## config.mk

```make
export PLATFORM = sky130hd
export DESIGN_NAME = rtc_trim_top
export DESIGN_NICKNAME = d
export VERILOG_FILES = /design/src/rtl/rtc_pkg.sv /design/src/rtl/rtc_prescaler.sv /design/src/rtl/rtc_seconds.sv /design/src/rtl/rtc_status.sv /design/src/rtl/rtc_trim_top.sv
export SDC_FILE = /design/constraint.sdc
export NUM_CORES = 1
export LEC_CHECK = 0
export BUFFER_PORTS_ARGS = -buffer_cell sky130_fd_sc_hd__buf_2
export CORE_UTILIZATION = 50
export DETAILED_ROUTE_END_ITERATION = 7
export PLACE_DENSITY = 0.72
export SETUP_SLACK_MARGIN = 0.05
export SYNTH_ARGS = -nofsm -noshare
export SYNTH_HDL_FRONTEND = slang
export SYNTH_SLANG_ARGS = --single-unit
```

## constraint.sdc

```tcl
create_clock -name clk -period 2.05 [get_ports clk]
set_input_delay 0.205 -clock clk [delete_from_list [all_inputs] [get_ports clk]]
set_output_delay 0.205 -clock clk [all_outputs]
set_load 0.03 [all_outputs]
```

## src/rtl/rtc_pkg.sv

```systemverilog
package rtc_pkg;
  localparam int OFF_COUNT  = 'h0;
  localparam int OFF_ALARM  = 'h4;
  localparam int OFF_STATUS = 'h8;
  localparam int OFF_TRIM   = 'hC;

  localparam int ST_ALARM_FLAG = 0;
  localparam int ST_TICK_FLAG  = 1;
  localparam int ST_ALARM_EN   = 2;
  localparam int ST_TICK_EN    = 3;
  localparam int ST_W          = 4;
endpackage

```

## src/rtl/rtc_prescaler.sv

```systemverilog
module rtc_prescaler #(
  parameter int PRESC_W = 16
) (
  input  logic               clk,
  input  logic               rst,
  input  logic               tick_in,
  input  logic               restart,
  input  logic [PRESC_W-1:0] limit,
  output logic [PRESC_W-1:0] presc_q,
  output logic               sec_tick
);
  // Event on the strobe that finds the count at its limit; a restart cancels it.
  assign sec_tick = tick_in && !restart && (presc_q == limit);

  always_ff @(posedge clk) begin
    if (rst || restart) begin
      presc_q <= '0;
    end else if (tick_in) begin
      presc_q <= (presc_q == limit) ? '0 : presc_q + 1'b1;
    end
  end
endmodule

```

## src/rtl/rtc_seconds.sv

```systemverilog
module rtc_seconds #(
  parameter int CNT_W = 32
) (
  input  logic             clk,
  input  logic             rst,
  input  logic             sec_tick,
  input  logic             load,
  input  logic [CNT_W-1:0] load_val,
  input  logic [CNT_W-1:0] alarm,
  output logic [CNT_W-1:0] count_q,
  output logic             alarm_hit
);
  // Compare uses the value held before this event's increment.
  assign alarm_hit = sec_tick && (count_q == alarm);

  always_ff @(posedge clk) begin
    if (rst) begin
      count_q <= '0;
    end else if (load) begin
      count_q <= load_val;
    end else if (sec_tick) begin
      count_q <= count_q + 1'b1;
    end
  end
endmodule

```

## src/rtl/rtc_status.sv

```systemverilog
module rtc_status
  import rtc_pkg::*;
(
  input  logic            clk,
  input  logic            rst,
  input  logic            wr,
  input  logic [ST_W-1:0] wdata,
  input  logic            alarm_hit,
  input  logic            sec_tick,
  output logic [ST_W-1:0] status_q,
  output logic            irq_alarm,
  output logic            irq_tick
);
  logic [ST_W-1:0] status_n;
  logic            alarm_set;
  logic            tick_set;

  assign alarm_set = alarm_hit && status_q[ST_ALARM_EN];
  assign tick_set  = sec_tick  && status_q[ST_TICK_EN];

  always_comb begin
    status_n = status_q;
    if (wr) begin
      status_n[ST_ALARM_FLAG] = status_q[ST_ALARM_FLAG] & ~wdata[ST_ALARM_FLAG];
      status_n[ST_TICK_FLAG]  = status_q[ST_TICK_FLAG]  & ~wdata[ST_TICK_FLAG];
      status_n[ST_ALARM_EN]   = wdata[ST_ALARM_EN];
      status_n[ST_TICK_EN]    = wdata[ST_TICK_EN];
    end
    // Hardware set takes priority over a simultaneous clear.
    if (alarm_set) status_n[ST_ALARM_FLAG] = 1'b1;
    if (tick_set)  status_n[ST_TICK_FLAG]  = 1'b1;
  end

  always_ff @(posedge clk) begin
    if (rst) begin
      status_q  <= '0;
      irq_alarm <= 1'b0;
      irq_tick  <= 1'b0;
    end else begin
      status_q  <= status_n;
      irq_alarm <= status_n[ST_ALARM_FLAG] & status_n[ST_ALARM_EN];
      irq_tick  <= status_n[ST_TICK_FLAG]  & status_n[ST_TICK_EN];
    end
  end
endmodule

```

## src/rtl/rtc_trim_top.sv

```systemverilog
module rtc_trim_top
  import rtc_pkg::*;
#(
  parameter int          DATA_W     = 32,
  parameter int          ADDR_W     = 4,
  parameter int          PRESC_W    = 16,
  parameter logic [31:0] TRIM_RESET = 32'h0000_7FFF
) (
  input  logic              clk,
  input  logic              rst,
  input  logic              tick_in,
  input  logic              bus_wr_en,
  input  logic              bus_rd_en,
  input  logic [ADDR_W-1:0] bus_addr,
  input  logic [DATA_W-1:0] bus_wdata,
  output logic [DATA_W-1:0] bus_rdata,
  output logic              irq_alarm,
  output logic              irq_tick
);
  localparam int STPAD_W = DATA_W - ST_W;

  logic              sel_count, sel_alarm, sel_status, sel_trim;
  logic [DATA_W-1:0] alarm_q;
  logic [DATA_W-1:0] trim_q;
  logic [DATA_W-1:0] count_q;
  logic [PRESC_W-1:0] presc_q;
  logic [ST_W-1:0]   status_q;
  logic              sec_tick;
  logic              alarm_hit;

  assign sel_count  = (bus_addr == ADDR_W'(OFF_COUNT));
  assign sel_alarm  = (bus_addr == ADDR_W'(OFF_ALARM));
  assign sel_status = (bus_addr == ADDR_W'(OFF_STATUS));
  assign sel_trim   = (bus_addr == ADDR_W'(OFF_TRIM));

  always_ff @(posedge clk) begin
    if (rst) begin
      alarm_q <= '0;
      trim_q  <= DATA_W'(TRIM_RESET);
    end else if (bus_wr_en) begin
      if (sel_alarm) alarm_q <= bus_wdata;
      if (sel_trim)  trim_q  <= bus_wdata;
    end
  end

  rtc_prescaler #(.PRESC_W(PRESC_W)) u_presc (
    .clk      (clk),
    .rst      (rst),
    .tick_in  (tick_in),
    .restart  (bus_wr_en && sel_trim),
    .limit    (trim_q[PRESC_W-1:0]),
    .presc_q  (presc_q),
    .sec_tick (sec_tick)
  );

  rtc_seconds #(.CNT_W(DATA_W)) u_secs (
    .clk       (clk),
    .rst       (rst),
    .sec_tick  (sec_tick),
    .load      (bus_wr_en && sel_count),
    .load_val  (bus_wdata),
    .alarm     (alarm_q),
    .count_q   (count_q),
    .alarm_hit (alarm_hit)
  );

  rtc_status u_stat (
    .clk       (clk),
    .rst       (rst),
    .wr        (bus_wr_en && sel_status),
    .wdata     (bus_wdata[ST_W-1:0]),
    .alarm_hit (alarm_hit),
    .sec_tick  (sec_tick),
    .status_q  (status_q),
    .irq_alarm (irq_alarm),
    .irq_tick  (irq_tick)
  );

  always_ff @(posedge clk) begin
    if (rst) begin
      bus_rdata <= '0;
    end else if (bus_rd_en) begin
      unique case (1'b1)
        sel_count:  bus_rdata <= count_q;
        sel_alarm:  bus_rdata <= alarm_q;
        sel_status: bus_rdata <= {{STPAD_W{1'b0}}, status_q};
        sel_trim:   bus_rdata <= trim_q;
        default:    bus_rdata <= '0;
      endcase
    end
  end
endmodule

```

==> insert_results.sql <==
INSERT INTO impl_metrics (metric_group, metric, value, unit) VALUES
('sta', 'setup_violation_total_in_the_final_timing_report', '7', ''),
('final_layout', 'area.growth.synth_to_final', '30.3', '%'),
('logic_synthesis', 'postSynth.asyncResetShare', '0', ''),
('sta', 'hold_viol_final', '0', ''),
('logic_synthesis', 'netlist-cell-type-count', '44', ''),
('final_layout', 'finalNonFillerCells', '1268', ''),
('global_routing', 'track_usage', '0.297', ''),
('detailed_routing', 'wirelength', '22700', 'um'),
('clock_network', 'tritoncts_num_sinks', '150', ''),
('critical_path', 'startpoint_type', 'flip-flop', ''),
('min_path', 'timing.hold.worst.class', 'primary input to flip-flop', ''),
('global_routing', 'first_global_vias', '6756', ''),
('critical_path', 'critical_path_peak_fanout', '4', ''),
('logic_synthesis', 'synth_top_cells_by_area', 'sky130_fd_sc_hd__dfxtp_1 (41%), sky130_fd_sc_hd__nand2_1 (10%), sky130_fd_sc_hd__a21oi_1 (6.0%), sky130_fd_sc_hd__xor2_1 (5.4%), sky130_fd_sc_hd__mux2i_1 (4.7%)', ''),
('die', 'die_width', '124', 'um'),
('global_routing', 'grt_antenna_before_repair', '1', ''),
('clock_network', 'clock_insertion_delay_worst_skew', '430', 'ps'),
('pwr', 'p_leak', '0.00405', 'uW'),
('logic_synthesis', 'postSynthAreaPerCell', '7.93', 'um2'),
('global_routing', 'grt_first_pass_wirelength', '34500', 'um'),
('die', 'starting_density_of_the_core', '0.512', ''),
('sta', 'slew_headroom', '0.586', ''),
('placed_design', 'post-place-ws', '-70.3', 'ps'),
('detailed_routing', 'route.detailed.wl_per_inst', '17.9', 'um'),
('final_layout', 'final_area', '0.00965', 'mm2'),
('logic_synthesis', 'yosys_most_used_dff', 'sky130_fd_sc_hd__dfxtp_1', ''),
('sta', 'fin_worst_hold_slack', '12.9', 'ps'),
('die', 'fp.dieArea', '0.0153', 'mm2'),
('sta', 'worst-slew-pin-transition', '621', 'ps'),
('logic_synthesis', 'synth_area', '0.00741', 'mm2'),
('logic_synthesis', 'synth_sequential_area_ratio', '0.405', ''),
('sta', 'post-route-period-util', '1.06', ''),
('final_layout', 'fraction_of_final_layout_cells_sized_beyond_drive_strength_1', '0.251', ''),
('run_status', 'run_status', 'finished, violations left', ''),
('logic_synthesis', 'count_of_warnings_emitted_by_yosys', '0', ''),
('detailed_routing', 'vias', '7322', ''),
('sta', 'finalWorstSetupSlack', '-125', 'ps'),
('logic_synthesis', 'synth_edf_count', '0', ''),
('sta', 'final_max_slew_viol_count', '0', ''),
('die', 'std_cell_rows', '44', ''),
('pwr', 'pwr_density_cell', '723', 'mW/mm2'),
('flow_run', 'drv_cap', '0', ''),
('clock_network', 'cts_made_buffers', '17', ''),
('logic_synthesis', 'synth_fp_nets', '977', ''),
('die', 'design.portCount', '75', ''),
('clock_network', 'clock_tree.htree_level_count', '4', ''),
('sta', 'grt_setup_unrepaired', 'yes', ''),
('placed_design', 'detailedPlacementHpwl', '14700', 'um'),
('critical_path', 'critPathCaptureType', 'flip-flop', ''),
('detailed_routing', 'ratio_of_routed_vias_to_standard_cells', '5.77', ''),
('final_layout', 'nNetsFinal', '1115', ''),
('critical_path', 'timing_worst_setup_path_type', 'flip-flop to flip-flop', ''),
('placed_design', 'postPlaceCellArea', '0.00853', 'mm2'),
('global_routing', 'globalRoute.totalOverflow', '0', ''),
('run_status', 'violated_checks', 'negative setup slack', ''),
('clock_network', 'clk_pin_slew', '60', 'ps'),
('logic_synthesis', 'yosys.area.top_type_share', '0.405', ''),
('clock_network', 'max-clock-path-buffers', '2', ''),
('detailed_routing', 'drc_violation_count_after_routing', '0', ''),
('final_layout', 'filler_cell_count', '1174', ''),
('logic_synthesis', 'synth_top_cell_by_area', 'sky130_fd_sc_hd__dfxtp_1', ''),
('detailed_routing', 'drtAntennaViolNets', '0', ''),
('logic_synthesis', 'ys_seq_elements', '150', ''),
('sta', 'finalClockSkew', '8.55', 'ps'),
('pwr', 'report.power.total', '6970', 'uW'),
('sta', 'max_freq', '0.460', 'GHz'),
('clock_network', 'tritoncts', 'yes', ''),
('critical_path', 'cp.arrival', '2490', 'ps'),
('critical_path', 'critical_path_required_time', '2360', 'ps'),
('sta', 'finalWorstPathRequiredPeriod', '2170', 'ps'),
('placed_design', 'dp.cells', '1227', '');
==> timing repair <==
item	in CTS	in global routing
cloned	0	2
resized for setup	25	60
hold buffers	0	0
pin swaps	4	33
buffers inserted	2	6
endpoints found under the setup margin	18	48
==> per-stage QoR <==
stage,TNS [ps],util
2_1_floorplan,-139,-
6_report,-315,0.666
4_1_cts,-111,0.642
3_5_place_dp,-102,0.589
5_1_grt,-1310,0.666
3_3_place_gp,-58.9,0.589
==> cell families after synthesis <==
kind of cell / share of synthesized area
AOI/OAI and AO/OA: 0.112
buffers and inverters: 0.0372
DFF: 0.405
muxes: 0.0595
adders and majority gates: 0.00338
and+or+nand+nor: 0.281
xor gates and xnor gates: 0.102
==> synthesized netlist by cell type, types with 3 or more instances <==
library cell / n
sky130_fd_sc_hd__a21oi_1: 89
sky130_fd_sc_hd__nor2_1: 79
sky130_fd_sc_hd__nand3b_1: 15
sky130_fd_sc_hd__nor4_4: 3
sky130_fd_sc_hd__dfxtp_1: 150
sky130_fd_sc_hd__nand2_1: 197
sky130_fd_sc_hd__mux4_2: 4
sky130_fd_sc_hd__and3_1: 10
sky130_fd_sc_hd__nand3_1: 21
sky130_fd_sc_hd__nand4_1: 14
sky130_fd_sc_hd__and2_1: 3
sky130_fd_sc_hd__xor2_1: 46
sky130_fd_sc_hd__or3_1: 3
sky130_fd_sc_hd__o21ai_0: 41
sky130_fd_sc_hd__nor3b_1: 4
sky130_fd_sc_hd__mux2i_1: 35
sky130_fd_sc_hd__nor2b_1: 33
sky130_fd_sc_hd__nor4b_1: 3
sky130_fd_sc_hd__o22ai_1: 3
sky130_fd_sc_hd__nor4_1: 15
sky130_fd_sc_hd__inv_1: 7
sky130_fd_sc_hd__nor3_1: 21
sky130_fd_sc_hd__clkbuf_1: 59
sky130_fd_sc_hd__buf_2: 4
sky130_fd_sc_hd__xnor2_1: 40
sky130_fd_sc_hd__a211oi_1: 12
==> flip-flops by register name, summed over array words and instances (netlist names) <==
signal / cells
u_secs.count_q: 32
u_stat.status_q: 4
bus_rdata: 32
trim_q: 32
alarm_q: 32
u_stat.irq_tick: 1
u_presc.presc_q: 16
u_stat.irq_alarm: 1
==> worst max-delay path, stage by stage, from the launching register on <==
cell                      delay [ps]
sky130_fd_sc_hd__dfxtp_1         320
sky130_fd_sc_hd__xor2_1          190
sky130_fd_sc_hd__nor4_4          290
sky130_fd_sc_hd__buf_4           210
sky130_fd_sc_hd__nand3_4          90
sky130_fd_sc_hd__or3_4           340
sky130_fd_sc_hd__o311a_1         290
sky130_fd_sc_hd__or3_1           310
==> layout by cell type, fill, tap and decap left out, types with 3 or more instances in the layout <==
master and instances:
sky130_fd_sc_hd__nand2_1 196, sky130_fd_sc_hd__dfxtp_1 143, sky130_fd_sc_hd__buf_4 97, sky130_fd_sc_hd__a21oi_1 89
sky130_fd_sc_hd__nor2_1 78, sky130_fd_sc_hd__buf_2 73, sky130_fd_sc_hd__xor2_1 43, sky130_fd_sc_hd__xnor2_1 40
sky130_fd_sc_hd__o21ai_0 38, sky130_fd_sc_hd__mux2i_1 35, sky130_fd_sc_hd__nor2b_1 33, sky130_fd_sc_hd__nand3_1 20
sky130_fd_sc_hd__clkbuf_16 17, sky130_fd_sc_hd__nand3b_1 15, sky130_fd_sc_hd__nand4_1 14, sky130_fd_sc_hd__buf_6 12
sky130_fd_sc_hd__a211oi_1 11, sky130_fd_sc_hd__nor4_4 10, sky130_fd_sc_hd__and3_1 10, sky130_fd_sc_hd__nor3_4 8
sky130_fd_sc_hd__nor3_1 8, sky130_fd_sc_hd__inv_1 7, sky130_fd_sc_hd__nor3_2 7, sky130_fd_sc_hd__dfxtp_2 7
sky130_fd_sc_hd__clkinv_2 5, sky130_fd_sc_hd__mux4_2 4, sky130_fd_sc_hd__nor4_1 4, sky130_fd_sc_hd__nor4_2 4
sky130_fd_sc_hd__bufinv_16 4, sky130_fd_sc_hd__and2_1 3, sky130_fd_sc_hd__xor2_2 3, sky130_fd_sc_hd__o21ai_1 3
sky130_fd_sc_hd__o22ai_1 3
==> final cells by class <==
type / count / area (um2) / share of cell area
clock buffers: 21 / 460 / 0.0477
clock inverters: 10 / 153 / 0.0158
inverters: 7 / 26.3 / 0.00272
multi-input cells: 712 / 4500 / 0.466
flip-flops and latches: 150 / 3010 / 0.312
well taps: 184 / 230 / 0.0239
repair buffers: 184 / 1270 / 0.132
==> report_power, final <==
| group | switching, uW | total [uW] | internal [uW] |
|---|---|---|---|
| Combinational | 388 | 644 | 256 |
| Sequential | 53.1 | 3030 | 2980 |
| Clock | 1210 | 3300 | 2080 |
| Total | 1660 | 6970 | 5320 |
==> final timing paths <==
kind              slack [ps]                  to  cells past startpoint                start
setup / recovery        -120   u_secs.count_q[7]                      7  u_presc.presc_q[11]
hold / removal            10  u_secs.count_q[25]                      3        bus_wdata[25]
setup reg to reg        -120   u_secs.count_q[7]                      7  u_presc.presc_q[11]
hold reg to reg          460          trim_q[26]                      2           trim_q[26]
==> layer usage <==
| layer | GRT usage | up-vias | share of wire |
|---|---|---|---|
| met3 | 0.0582 | 77 | 0.067 |
| met1 | 0.370 | 3508 | 0.41 |
| li1 | - | 3433 | - |
| met4 | 0.126 | 4 | 0.031 |
| met2 | 0.500 | 300 | 0.49 |
| met5 | 0 | - | 0.0014 |
Power figures use the tool's default switching activity.
